$ cat src/rtl/wkt_pkg.sv
package wkt_pkg;
    localparam int RATE_W   = 4;
    localparam int SRC_W    = 3;
    localparam int SRC_CNT  = 1 << SRC_W;
    localparam int ADDR_W   = 3;
    localparam int STAT_W   = 3;
    localparam int TAP_N    = 4;
    localparam int TAP_BASE = 3;
    localparam int TAP_STEP = 2;

    localparam logic [RATE_W-1:0] RATE_LOW_LAST  = 4'd8;
    localparam logic [RATE_W-1:0] RATE_HIGH_LAST = 4'd14;

    typedef enum logic [ADDR_W-1:0] {
        REG_CTRL   = 3'd0,
        REG_RATE   = 3'd1,
        REG_SRC    = 3'd2,
        REG_SECS   = 3'd3,
        REG_ALARM  = 3'd4,
        REG_RELOAD = 3'd5,
        REG_STAT   = 3'd6,
        REG_SPARE  = 3'd7
    } reg_sel_e;

    typedef struct packed {
        logic reload_en;
        logic syspwr_en;
        logic wake_en;
        logic run;
    } ctrl_t;
endpackage

$ cat src/rtl/wkt_prescale.sv
module wkt_prescale
    import wkt_pkg::*;
#(
    parameter int PRE_W = 15
) (
    input  logic              clk,
    input  logic              rst_n,
    input  logic              en,
    input  logic              tick,
    input  logic [RATE_W-1:0] rate,
    output logic              sec_tick,
    output logic              sub_tick,
    output logic              sub_evt
);
    typedef struct packed {
        logic [PRE_W-1:0] pre;
        logic             evt;
    } pre_state_t;

    pre_state_t s_q, s_d;
    logic [PRE_W-1:0] mask;
    logic             rate_ok;
    logic             adv;

    // Divisor mask: the low-rate codes halve per step from 2 Hz, the high
    // codes resume one octave above the skipped setting.
    always_comb begin
        rate_ok = 1'b1;
        mask    = '0;
        if (rate >= 4'd1 && rate <= RATE_LOW_LAST) begin
            mask = PRE_W'((32'd1 << (PRE_W - int'(rate))) - 32'd1);
        end else if (rate > RATE_LOW_LAST && rate <= RATE_HIGH_LAST) begin
            mask = PRE_W'((32'd1 << (PRE_W - 1 - int'(rate))) - 32'd1);
        end else begin
            rate_ok = 1'b0;
        end
    end

    assign adv      = en & tick;
    assign sec_tick = adv & (&s_q.pre);
    assign sub_tick = adv & rate_ok & ((s_q.pre & mask) == mask);
    assign sub_evt  = s_q.evt;

    always_comb begin
        s_d     = s_q;
        s_d.evt = sub_tick;
        if (adv) begin
            s_d.pre = s_q.pre + PRE_W'(1);
        end
    end

    always_ff @(posedge clk or negedge rst_n) begin
        if (!rst_n) begin
            s_q <= '0;
        end else begin
            s_q <= s_d;
        end
    end
endmodule

$ cat src/rtl/wkt_seconds.sv
module wkt_seconds
    import wkt_pkg::*;
#(
    parameter int SEC_W = 32
) (
    input  logic             clk,
    input  logic             rst_n,
    input  logic             sec_tick,
    input  logic             ld_cnt,
    input  logic             ld_alarm,
    input  logic [SEC_W-1:0] wdata,
    output logic [SEC_W-1:0] count,
    output logic [SEC_W-1:0] alarm,
    output logic             alarm_evt,
    output logic [TAP_N-1:0] tap_tick
);
    typedef struct packed {
        logic [SEC_W-1:0] cnt;
        logic [SEC_W-1:0] alm;
        logic             evt;
    } sec_state_t;

    sec_state_t s_q, s_d;
    logic [SEC_W-1:0] cnt_inc;

    assign cnt_inc = s_q.cnt + SEC_W'(1);

    always_comb begin
        s_d     = s_q;
        s_d.evt = 1'b0;
        if (ld_alarm) begin
            s_d.alm = wdata;
        end
        if (ld_cnt) begin
            s_d.cnt = wdata;
        end else if (sec_tick) begin
            s_d.cnt = cnt_inc;
            s_d.evt = (cnt_inc == s_d.alm);
        end
    end

    // A seconds bit toggles on the increment that carries through every bit below it.
    for (genvar i = 0; i < TAP_N; i++) begin : g_tap
        localparam int TB = TAP_BASE + TAP_STEP * i;
        assign tap_tick[i] = sec_tick & (&s_q.cnt[TB-1:0]);
    end

    assign count     = s_q.cnt;
    assign alarm     = s_q.alm;
    assign alarm_evt = s_q.evt;

    always_ff @(posedge clk or negedge rst_n) begin
        if (!rst_n) begin
            s_q <= '0;
        end else begin
            s_q <= s_d;
        end
    end
endmodule

$ cat src/rtl/wkt_subweek.sv
module wkt_subweek
    import wkt_pkg::*;
#(
    parameter int SW_W = 16
) (
    input  logic               clk,
    input  logic               rst_n,
    input  logic [SRC_CNT-1:0] tick_vec,
    input  logic [SRC_W-1:0]   src,
    input  logic               reload_en,
    input  logic               ld,
    input  logic [SW_W-1:0]    wdata,
    output logic [SW_W-1:0]    count,
    output logic [SW_W-1:0]    reload,
    output logic               evt
);
    typedef struct packed {
        logic [SW_W-1:0] cnt;
        logic [SW_W-1:0] rld;
        logic            evt;
    } sw_state_t;

    sw_state_t s_q, s_d;
    logic      step;

    assign step = tick_vec[src];

    always_comb begin
        s_d     = s_q;
        s_d.evt = 1'b0;
        if (ld) begin
            s_d.rld = wdata;
            s_d.cnt = wdata;
        end else if (step && s_q.cnt != '0) begin
            if (s_q.cnt == SW_W'(1)) begin
                s_d.evt = 1'b1;
                s_d.cnt = reload_en ? s_q.rld : '0;
            end else begin
                s_d.cnt = s_q.cnt - SW_W'(1);
            end
        end
    end

    assign count  = s_q.cnt;
    assign reload = s_q.rld;
    assign evt    = s_q.evt;

    always_ff @(posedge clk or negedge rst_n) begin
        if (!rst_n) begin
            s_q <= '0;
        end else begin
            s_q <= s_d;
        end
    end
endmodule

$ cat src/rtl/wk_timer_core.sv
module wk_timer_core
    import wkt_pkg::*;
#(
    parameter int PRE_W  = 15,
    parameter int SEC_W  = 32,
    parameter int SW_W   = 16,
    parameter int DATA_W = 32
) (
    input  logic              clk,
    input  logic              rst_n,
    input  logic              tick_32k,
    input  logic              wr_en,
    input  logic [ADDR_W-1:0] wr_addr,
    input  logic [DATA_W-1:0] wr_data,
    output logic              subsec_evt,
    output logic              alarm_evt,
    output logic              subwk_evt,
    output logic [STAT_W-1:0] status,
    output logic [SEC_W-1:0]  sec_count,
    output logic [SW_W-1:0]   subwk_count,
    output logic [1:0]        wake_flags
);
    typedef struct packed {
        ctrl_t             ctrl;
        logic [RATE_W-1:0] rate;
        logic [SRC_W-1:0]  src;
        logic [STAT_W-1:0] stat;
    } cfg_state_t;

    cfg_state_t r_q, r_d;

    logic               sec_tick, sub_tick;
    logic [TAP_N-1:0]   tap_tick;
    logic [SRC_CNT-1:0] tick_vec;
    logic               ld_secs, ld_alarm, ld_reload;
    logic [SEC_W-1:0]   alarm_val;
    logic [SW_W-1:0]    reload_val;
    logic               run_en, reload_en;

    assign run_en    = r_q.ctrl.run;
    assign reload_en = r_q.ctrl.reload_en;
    assign ld_secs   = wr_en && (wr_addr == REG_SECS);
    assign ld_alarm  = wr_en && (wr_addr == REG_ALARM);
    assign ld_reload = wr_en && (wr_addr == REG_RELOAD);

    always_comb begin
        r_d      = r_q;
        r_d.stat = r_q.stat;
        if (wr_en) begin
            case (wr_addr)
                REG_CTRL: r_d.ctrl = ctrl_t'(wr_data[3:0]);
                REG_RATE: r_d.rate = wr_data[RATE_W-1:0];
                REG_SRC:  r_d.src  = wr_data[SRC_W-1:0];
                REG_STAT: r_d.stat = r_q.stat & ~wr_data[STAT_W-1:0];
                default:  ;
            endcase
        end
        r_d.stat = r_d.stat | {subwk_evt, alarm_evt, subsec_evt};
    end

    always_ff @(posedge clk or negedge rst_n) begin
        if (!rst_n) begin
            r_q <= '0;
        end else begin
            r_q <= r_d;
        end
    end

    wkt_prescale #(.PRE_W(PRE_W)) u_pre (
        .clk      (clk),
        .rst_n    (rst_n),
        .en       (run_en),
        .tick     (tick_32k),
        .rate     (r_q.rate),
        .sec_tick (sec_tick),
        .sub_tick (sub_tick),
        .sub_evt  (subsec_evt)
    );

    wkt_seconds #(.SEC_W(SEC_W)) u_sec (
        .clk       (clk),
        .rst_n     (rst_n),
        .sec_tick  (sec_tick),
        .ld_cnt    (ld_secs),
        .ld_alarm  (ld_alarm),
        .wdata     (wr_data[SEC_W-1:0]),
        .count     (sec_count),
        .alarm     (alarm_val),
        .alarm_evt (alarm_evt),
        .tap_tick  (tap_tick)
    );

    // Source code indexes this vector: 0 off, 1 sub-second, 2 seconds, 3..6 taps, 7 off.
    assign tick_vec = {1'b0, tap_tick, sec_tick, sub_tick, 1'b0};

    wkt_subweek #(.SW_W(SW_W)) u_swk (
        .clk       (clk),
        .rst_n     (rst_n),
        .tick_vec  (tick_vec),
        .src       (r_q.src),
        .reload_en (reload_en),
        .ld        (ld_reload),
        .wdata     (wr_data[SW_W-1:0]),
        .count     (subwk_count),
        .reload    (reload_val),
        .evt       (subwk_evt)
    );

    assign status     = r_q.stat;
    assign wake_flags = {r_q.ctrl.syspwr_en, r_q.ctrl.wake_en};
endmodule

$ cat config.mk
export PLATFORM = sky130hd
export DESIGN_NAME = wk_timer_core
export DESIGN_NICKNAME = d
export VERILOG_FILES = /design/src/rtl/wkt_pkg.sv /design/src/rtl/wkt_prescale.sv /design/src/rtl/wkt_seconds.sv /design/src/rtl/wkt_subweek.sv /design/src/rtl/wk_timer_core.sv
export SDC_FILE = /design/constraint.sdc
export NUM_CORES = 1
export LEC_CHECK = 0
export ABC_AREA = 0
export BUFFER_PORTS_ARGS = -buffer_cell sky130_fd_sc_hd__buf_2
export CELL_PAD_IN_SITES_DETAIL_PLACEMENT = 0
export CELL_PAD_IN_SITES_GLOBAL_PLACEMENT = 1
export CORE_MARGIN = 5
export CORE_UTILIZATION = 40
export DETAILED_ROUTE_END_ITERATION = 6
export GPL_TIMING_DRIVEN = 1
export PLACE_DENSITY_LB_ADDON = 0.1
export SETUP_SLACK_MARGIN = 0.2
export SLEW_MARGIN = 30
export SYNTH_ARGS = -nofsm -noshare
export SYNTH_HDL_FRONTEND = slang
export SYNTH_SLANG_ARGS = --single-unit
$ cat constraint.sdc
create_clock -name clk -period 5.2 [get_ports clk]
set_input_delay 1.04 -clock clk [delete_from_list [all_inputs] [get_ports clk]]
set_output_delay 1.04 -clock clk [all_outputs]
set_load 0.01 [all_outputs]
Yosys cells after proc, flatten, opt, wreduce, memory -nomap -nowiden
Cells that the tools add are included.
{"block": "word_totals", "output_inout_bits": 56, "wordCells": 88, "ff_bits": 128, "in_bits": 39}
{"block": "op_classes", "shifts": 2, "n_addsub": 7, "bitwise_logic": 12, "eq_ne": 9, "n_reduce_logical": 18, "n_lt_le_gt_ge": 5, "mux": 20}
{"op": "two-way mux 32 bit", "n": 3}
{"op": "two-way mux 16 bit", "n": 4}
{"op": "<< shifter 1 x 32 -> 15 bit, first input constant", "n": 2}
{"op": "adder 32 x 1 -> 32 bit, second input constant", "n": 1}
{"op": "== test 32 bit", "n": 1}
{"op": "two-way mux 15 bit", "n": 2}
{"op": "subtractor 15 x 1 -> 15 bit, second input constant", "n": 2}
{"op": "== test 16 x 1 -> 1 bit, second input constant", "n": 1}
{"op": "nonzero test 16 bit", "n": 1}
{"op": "subtractor 16 x 1 -> 16 bit, second input constant", "n": 1}
{"op": "adder 15 x 1 -> 15 bit, second input constant", "n": 1}
{"op": "bitwise AND 15 bit", "n": 1}
{"op": "== test 15 bit", "n": 1}
{"op": "AND reduction 15 bit", "n": 1}
{"op": "subtractor 4 x 4 -> 5 bit, first input constant", "n": 2}
{"op": "== test 3 bit, second input constant", "n": 3}
{"op": "AND reduction 9 bit", "n": 1}
{"op": "bitwise AND 1 bit", "n": 8}
{"op": "less-or-equal comparator 4 bit, second input constant", "n": 2}
{"op": "two-way mux 1 bit", "n": 8}
{"op": "AND reduction 7 bit", "n": 1}
{"op": "== test 3 x 2 -> 1 bit, second input constant", "n": 2}
{"op": "logical AND 1 bit", "n": 6}
{"op": "two-way mux 3 bit", "n": 2}
{"op": "13 further kinds", "n": 16}

Logic depth before layout (Yosys ltp)
Gate-level depths: netlist of run 1.
{"block": "depth", "ltp_word": 13, "mapped_depth": 18, "mapped_depth_nobuf": 14}

Hierarchy
A second synthesis of run 1 with hierarchy kept.
{"block": "unflattened", "cells_unflattened": 928, "hier_area_um2": 8759.7}
{"module": "wkt_seconds", "cells_per_inst": 417, "n_inst": 1, "seq_area_each_um2": 1626.6, "area_per_inst_um2": 4063.9}
{"module": "wkt_prescale", "cells_per_inst": 254, "n_inst": 1, "seq_area_each_um2": 400.4, "area_per_inst_um2": 2034.5}
{"module": "wkt_subweek", "cells_per_inst": 209, "n_inst": 1, "seq_area_each_um2": 825.8, "area_per_inst_um2": 2009.4}
{"module": "wk_timer_core", "cells_per_inst": 48, "n_inst": 1, "seq_area_each_um2": 350.3, "area_per_inst_um2": 651.9}

Least setup slack after synthesis of run 1
No wires, ideal clock.
{"block": "synth_timing", "kind": "reg2reg", "start": "register r_q[6] (netlist name)", "end": "register u_swk.s_q, in the netlist u_swk.count[3]", "t_required_ps": 5069, "stages_incl_launch_ff": 16, "synth_period_minus_slack_ps": 3519, "n_path_buf": 3, "setup_slack_ps": 1681, "setup_ps": 131, "t_arrival_ps": 3387, "path_cell_list": "dfrtp_1 -> clkbuf_1 -> inv_1 -> ha_1 -> clkbuf_1 -> nand3_1 -> ha_1 -> o311a_1 -> nor4_2 -> o2bb2ai_1 -> nor4_2 -> nand4_1 -> a2bb2oi_1 -> buf_6 -> and3_1 -> or3_1"}
{"block": "synth_between", "elab_chain_cells": 12, "elab_cells_between_ends": 24, "classes_between": "add/sub: 4; order compare: 4; eq/ne: 1; shift: 2; mux: 6; bitwise: 3; reduce/logical: 4"}
{"item": "from (decl)", "line_no": "wk_timer_core.sv:30", "source": "cfg_state_t r_q, r_d;"}
{"item": "from (signal assigned)", "line_no": "wk_timer_core.sv:65", "source": "r_q <= r_d;"}
{"item": "subtractor 4 x 4 -> 5 bit", "line_no": "wkt_prescale.sv:33", "source": "mask = PRE_W'((32'd1 << (PRE_W - 1 - int'(rate))) - 32'd1);"}
{"item": "<< shifter 1 x 32 -> 15 bit", "line_no": "wkt_prescale.sv:33"}
{"item": "subtractor 15 x 1 -> 15 bit", "line_no": "wkt_prescale.sv:33"}
{"item": "two-way mux 15 bit", "line_no": "wkt_prescale.sv:32", "source": "end else if (rate > RATE_LOW_LAST && rate <= RATE_HIGH_LAST) begin"}
{"item": "two-way mux 15 bit", "line_no": "wkt_prescale.sv:30", "source": "if (rate >= 4'd1 && rate <= RATE_LOW_LAST) begin"}
{"item": "bitwise AND 15 bit", "line_no": "wkt_prescale.sv:41", "source": "assign sub_tick = adv & rate_ok & ((s_q.pre & mask) == mask);"}
{"item": "== test 15 bit", "line_no": "wkt_prescale.sv:41"}
{"item": "bitwise AND 1 bit *", "line_no": "wkt_prescale.sv:41"}
{"item": "binary-select mux 1 bit (select 3 bit) *", "line_no": "wkt_subweek.sv:26", "source": "assign step = tick_vec[src];"}
{"item": "two-way mux 1 bit (implied by the code) *", "line_no": "wkt_subweek.sv:26"}
{"item": "logical AND 1 bit *", "line_no": "wkt_subweek.sv:34", "source": "end else if (step && s_q.cnt != '0) begin"}
{"item": "nonzero test 2 bit (no line) *"}
{"item": "to (signal assigned)", "line_no": "wkt_subweek.sv:50", "source": "s_q <= '0;"}
{"item": "to (signal assigned)", "line_no": "wkt_subweek.sv:52", "source": "s_q <= s_d;"}
{"item": "to (decl)", "line_no": "wkt_subweek.sv:23", "source": "sw_state_t s_q, s_d;"}
Mark *: on every way between the ends. The rest lies on a longest branch, timed or not. The select of a mux whose other input is x is not followed.
A chain may end at the register's enable or synchronous reset.

Worst setup path after layout of run 1
{"block": "layout_timing", "start": "register r_q[6] (netlist name)", "end": "register u_swk.s_q, in the netlist u_swk.count[12]"}
Same word-level chain as after synthesis.

==> flow_metrics.py, run 1 <==
metrics = {
    "run_status": {
        "status": "completed",
    },
    "cells_and_area": {
        "final_core_util_pct": 46.83,
        "fillers": 2021,
        "n_antenna_cell": 0,
        "final_cell_mix": "128 x dfrtp_1, 123 x nand2_1, 96 x nor2_1",
        "drive_gt1_share_pct": 17.95,
        "final_common_cell": "dfrtp_1",
        "synthToLayoutAreaGrowth_pct": 15.71,
        "nNetsFinal": 1054,
    },
    "cts": {
        "cts_tree": "yes",
        "htree_levels": 4,
        "insertion_delay_ns": 0.42,
        "postCtsResizedCells": 0,
        "clk_pin_slew_ns": 0.06,
        "cts_made_buffers": 17,
        "root_buffer": "clkbuf_16",
        "post_cts_buffers": 0,
        "cts_hold_buf": 0,
        "clock_sinks": 128,
        "clockBufferDepth": 2,
    },
    "timing": {
        "setup_viol": 0,
        "rsz0062_at_grt": "false",
        "finalClockSkew_ns": 0.01053,
        "drv_slew": 0,
        "fin_ws_ns": 1.070,
        "hold_viol_final": 0,
        "period_needed_ns": 4.130,
        "tns_ns": 0,
        "worst_slew_margin_rel_pct": 44.17,
        "worst_pin_slew_ns": 0.8311,
        "max_freq_mhz": 242.1,
        "fin_crit_sh_pct": 79.42,
    },
    "floorplan": {
        "start_util_pct": 40.47,
        "core_area_mm2": 0.02017,
        "io_pins": 95,
        "num_rows": 52,
        "die_width_um": 152.9,
        "die_y_um": 152.9,
        "die_area_mm2": 0.02336,
    },
    "setup_path": {
        "cp-start-kind": "flip-flop",
        "ff2ff_path_depth": 14,
        "r2r-start": "r_q[6]$_DFFE_PN0P_",
        "path_class": "flip-flop to flip-flop",
        "max_stage_delay_ns": 0.60,
        "crit_end": "u_swk.count[12]$_DFFE_PN0P_",
        "required_ns": 5.56,
        "crit_path_max_fanout": 30,
        "arrival_ns": 4.49,
        "cp-end-kind": "flip-flop",
        "cp-startpoint": "r_q[6]$_DFFE_PN0P_",
        "worstReg2RegEnd": "u_swk.count[12]$_DFFE_PN0P_",
        "r2r_slack_ns": 1.07,
        "path_cells": "inv_1 -> ha_1 -> and3b_1 -> nand2_1 -> ha_1 -> o311a_1 -> nor4_2 -> o2bb2ai_1 -> nor4_2 -> nand4_1 -> a2bb2oi_2 -> buf_4 -> or4_1 -> nand3_1",
        "slowest_stage": "dfrtp_1",
    },
    "power": {
        "ir_worst_vdd_mv": 0.2300,
        "leakagePower_nw": 4.038,
        "p_per_area_mw_per_mm2": 401.4,
        "finalPower_w": 0.003792,
    },
    "synthesis": {
        "synth_cells": 929,
        "ys_warn_count": 0,
        "synth-main-ff-cell": "dfrtp_1",
        "netlist_area_mm2": 0.008163,
        "ys_ff_latch": 128,
        "synthArstFlopShare_pct": 100.0,
        "avgSynthCellArea_um2": 8.787,
        "synth_edf_count": 0,
        "synth_seq_area_share_pct": 39.24,
        "syn-num-nets": 982,
        "yosysUniqueCellTypes": 72,
    },
    "detailed_routing": {
        "drc": 0,
        "drt_iter0_drc": 396,
        "ant_nets": 0,
        "detail_route.wl_per_cell_um": 18.52,
        "vias": 7009,
        "post_drt_via_cell_ratio": 5.459,
        "firstDrtPassIters": 4,
        "finalWirelength_um": 23780,
    },
    "place": {
        "pre_cts_ws_ns": 1.062,
        "place.gp.congestion": 0.8740,
        "portBuffers": 94,
        "hpwl_um": 16850,
    },
    "global_routing": {
        "grt_max_degree": 97,
        "grt.total_usage_pct": 20.46,
        "grt_pass1_wl_um": 38540,
        "grt_pass1_vias": 6949,
        "antenna_found_initial": 0,
        "grt.overflow.total": 0,
    },
    "worst_hold_path": {
        "hold_path.class": "flip-flop to flip-flop",
    },
    "job": {
        "drv_cap": 0,
    },
}
-- through the flow --
step           std cells  cell area (um2)  hold slack, ns
3_5_place_dp        1252             8833          0.4618
3_3_place_gp        1252             8833          0.4586
4_1_cts             1284             9443          0.4750
5_1_grt             1284             9445          0.4928
6_report            1284             9445          0.4692
2_1_floorplan        929             8163          0.4460
-- final cells by class --
cell class	instances	area [um2]	area share (%)
multi-input combinational	725	4647	49.20
sequential	128	3203	33.91
timing repair buffer	104	554.3	5.868
clock buffer	23	478.0	5.060
tap	270	337.8	3.577
clock inverter	9	131.4	1.391
inverter	25	93.84	0.9935
-- cells by family (layout without fill, tap and decap cells) --
kind of cell             Yosys count  in the layout  share of synthesized area (%)
adder cells (fa/ha/maj)           14             14                          2.146
AND/OR/NAND/NOR                  413            413                          24.60
multiplexers                      48             48                          6.422
AO/OA/AOI/OAI                    159            159                          13.15
buffers and inverters             76            161                          4.154
flip-flops                       128            128                          39.24
XOR/XNOR                          91             91                          10.29
-- worst max-delay path, delay by kind of cell, from the launching register on --
kind            cells  cell delay, ns
compound gates      3            0.43
fa+ha+maj           2            0.86
buf+inv             2            0.38
flops               1            0.60
simple gates        7            1.77
-- worst min-delay path by stage --
stage,end,depth (start not counted),startpoint,slack [ns]
final,status[0]$_DFF_PN0_,1,status[0]$_DFF_PN0_,0.47
after detailed placement,status[0]$_DFF_PN0_,1,status[0]$_DFF_PN0_,0.46
after global routing,status[1]$_DFF_PN0_,1,status[1]$_DFF_PN0_,0.49
after global placement,status[0]$_DFF_PN0_,1,status[0]$_DFF_PN0_,0.46
after CTS,status[0]$_DFF_PN0_,1,status[0]$_DFF_PN0_,0.47
after floorplan,u_swk.reload[1]$_DFFE_PN0P_,2,u_swk.reload[1]$_DFFE_PN0P_,0.45
-- per-layer routing --
layer  vias up  routed length, um  global-route usage [%]
li1       3433                  -                       -
met1      3432              11590                   29.20
met2       122              10990                   32.48
met3        22                939                   3.760
met4         0                260                   4.794
met5         -                  0                       0
-- sequential cells by signal, indices dropped and copies added (netlist names) --
name             cells
status               3
u_pre.s_q           15
u_pre.sub_evt        1
run_en               1
r_q                  7
reload_en            1
u_swk.count         16
u_swk.evt            1
u_sec.alarm         32
u_swk.reload        16
u_sec.count         32
wake_flags           2
u_sec.alarm_evt      1
-- where the power goes --
group	switching, W	leakage, nW	internal (W)
Clock	0.000457	0.289	0.000791
Sequential	0.000229	1.54	0.00118
Combinational	0.000634	2.21	0.000497
Total	0.00132	4.04	0.00247
-- cells in the mapped netlist, types with 6 or more instances --
cell type	instances	share of area (%)
nor2b_1	8	0.61
o21ai_0	23	1.4
xnor2_1	46	4.9
nor4_1	13	1.0
nor3_1	30	1.8
or3_1	9	0.69
buf_4	7	0.64
nand4_1	13	1.0
mux2i_1	13	1.6
a31oi_1	11	0.84
nand2_1	123	5.7
mux2_2	33	4.6
o211ai_1	8	0.74
nand3_1	59	3.6
ha_1	14	2.1
and3_1	16	1.2
a211o_1	7	0.75
nor2_1	96	4.4
nand2b_1	9	0.69
dfrtp_1	128	39
inv_1	24	1.1
clkbuf_1	31	1.4
a21oi_1	51	3.1
xor2_1	42	4.5
and2_1	6	0.46
a21o_1	6	0.55
buf_2	10	0.61
(Power assumes the default switching activity.)
==> inputs of run 2 (changes only) <==
- clock period: 5.2 -> 3.4 ns (I/O delays scaled with it)
==> run 2 against run 1 <==
Register-to-register slack got worse by 0.89 ns. Critical endpoint is now u_swk.count[3]$_DFFE_PN0P_. Largest cell class unchanged. First-iteration DRC count shrank 6.3%. Sequential power is 53% higher.
==> flow_metrics.py, run 2 (synthesis gave the netlist of run 1 again) <==
metrics = {
    "timing": {
        "period_needed_ns": 3.224,
        "holdWs_ns": 0.2306,
        "rsz0062_at_grt": "true",
        "max_freq_mhz": 310.2,
        "hold_viol_final": 0,
        "worst_pin_slew_ns": 0.7391,
        "worst_slew_margin_rel_pct": 50.35,
        "drv_slew": 0,
        "finalClockSkew_ns": 0.01373,
        "setup_viol": 0,
        "fin_crit_sh_pct": 94.81,
    },
    "cells_and_area": {
        "final_common_cell": "dfrtp_1",
        "final_core_util_pct": 51.21,
        "drive_gt1_share_pct": 27.60,
        "synthToLayoutAreaGrowth_pct": 26.53,
        "nNetsFinal": 1109,
        "n_antenna_cell": 0,
        "final_cell_mix": "124 x dfrtp_1, 121 x nand2_1, 94 x nor2_1",
        "fillers": 1966,
    },
    "floorplan": {
        "io_pins": 95,
        "start_util_pct": 40.47,
        "die_area_mm2": 0.02336,
        "num_rows": 52,
        "die_y_um": 152.9,
        "die_width_um": 152.9,
        "core_area_mm2": 0.02017,
    },
    "global_routing": {
        "grt_pass1_vias": 7442,
        "grtUsageMet1_pct": 30.11,
        "grt.total_usage_pct": 21.44,
        "grt_max_degree": 65,
        "grt.overflow.total": 0,
        "grt_use_met2_pct": 33.34,
        "grt_pass1_wl_um": 40610,
        "busiest_layer": "met2",
        "antenna_found_initial": 0,
        "grtUsageMet3_pct": 5.033,
    },
    "cts": {
        "insertion_delay_ns": 0.42,
        "cts_tree": "yes",
        "clockBufferDepth": 2,
        "htree_levels": 4,
        "root_buffer": "clkbuf_16",
        "clock_sinks": 128,
        "clk_pin_slew_ns": 0.06,
        "cts_made_buffers": 17,
    },
    "power": {
        "ir_worst_vdd_mv": 0.3614,
        "seq_power_share_pct": 35.2,
        "p_comb_share_pct": 34.7,
        "clkPwrFrac_pct": 30.0,
        "leakagePower_nw": 4.428,
        "power_switching_share_pct": 35.88,
        "finalPower_w": 0.006127,
        "switching_power_w": 0.002198,
        "p_per_area_mw_per_mm2": 593.2,
        "p_int_w": 0.003929,
    },
    "setup_path": {
        "ff2ff_path_depth": 13,
        "r2r-start": "r_q[7]$_DFFE_PN0P_",
        "r2r_slack_ns": 0.18,
        "slowest_stage": "or4_4",
        "crit_path_max_fanout": 7,
        "worstReg2RegEnd": "u_swk.count[3]$_DFFE_PN0P_",
        "cp_num_buf_inv": 3,
        "cp-startpoint": "r_q[7]$_DFFE_PN0P_",
        "required_ns": 3.69,
        "cp-start-kind": "flip-flop",
        "critPathMostFrequentCell": "buf_6",
        "path_class": "flip-flop to flip-flop",
        "cp_top_family": "simple AND/OR/NAND/NOR gates",
        "arrival_ns": 3.52,
        "cp-end-kind": "flip-flop",
        "path_cells": "inv_4 -> buf_6 -> ha_4 -> or4_4 -> a311oi_2 -> a2111o_1 -> o2bb2ai_2 -> nor4_4 -> nand4_1 -> a2bb2oi_4 -> buf_6 -> nor3_1 -> or3_1",
        "max_stage_delay_ns": 0.51,
    },
    "detailed_routing": {
        "post_drt_via_cell_ratio": 5.482,
        "drc": 0,
        "firstDrtPassIters": 5,
        "finalWirelength_um": 24900,
        "drt_iter0_drc": 371,
        "ant_nets": 0,
        "detail_route.wl_per_cell_um": 18.59,
        "vias": 7341,
    },
    "place": {
        "place.gp.congestion": 0.8984,
        "hpwl_um": 17990,
        "portBuffers": 94,
    },
    "job": {
        "drv_cap": 0,
    },
    "worst_hold_path": {
        "hold_path.class": "primary input to asynchronous set/reset pin",
    },
    "run_status": {
        "status": "completed",
    },
}
## run 2: power by group through the flow
stage / logic (W) / registers, W / clock network [W]
floorplan: 0.00130 / 0.00210 / 0
global placement: 0.00188 / 0.00217 / 0
detailed placement: 0.00188 / 0.00217 / 0
CTS: 0.00196 / 0.00214 / 0.00188
global route: 0.00235 / 0.00221 / 0.00195
finish: 0.00213 / 0.00216 / 0.00184
## run 2: cell type report
class	instances	area, um2	share of cell area, %
clock buffers	20	456.7	4.422
flip-flops and latches	128	3208	31.06
well taps	270	337.8	3.271
repair buffers	159	1049	10.15
multi-input cells	725	5045	48.84
clock inverters	12	133.9	1.296
inverters	25	98.84	0.9570
## run 2: worst max-delay path by stage
stage,endpoint,depth (start not counted)
global placement,u_sec.alarm_evt$_DFF_PN0_,12
CTS,u_swk.count[9]$_DFFE_PN0P_,14
finish,u_swk.count[3]$_DFFE_PN0P_,13
detailed placement,u_sec.alarm_evt$_DFF_PN0_,12
floorplan,u_swk.count[3]$_DFFE_PN0P_,15
global route,u_swk.count[13]$_DFFE_PN0P_,15
## run 2: what timing repair did
item,CTS,global route
pin swaps,14,24
hold buffers,0,0
setup endpoints to repair,17,18
gates resized for setup,23,57
setup buffers,5,8
endpoints found under the hold margin,0,0
## run 2: worst reg2reg max path, delay by kind of cell, from the launching register on
family                   cells  cell delay [ns]
adder cells (fa/ha/maj)      1             0.17
buffers and inverters        3             0.38
flip-flops                   1             0.47
AO/OA/AOI/OAI                4             0.96
AND/OR/NAND/NOR              5             1.13
## run 2: per-stage QoR
| step | std cells | setup WS [ns] | TNS (ns) | instance area (um2) |
|---|---|---|---|---|
| 4_1_cts | 1331 | 0.2015 | 0 | 9963 |
| 5_1_grt | 1339 | 0.04176 | 0 | 10330 |
| 6_report | 1339 | 0.1765 | 0 | 10330 |
| 3_3_place_gp | 1294 | -0.03611 | -0.04335 | 9228 |
| 2_1_floorplan | 929 | 0.2135 | 0 | 8209 |
| 3_5_place_dp | 1294 | -0.08880 | -0.09933 | 9228 |
## run 2: routing by layer
layer	vias to the layer above	share of wire, %
li1	3548	-
met1	3606	48
met2	154	46
met3	33	4.4
met4	0	1.7
met5	-	0
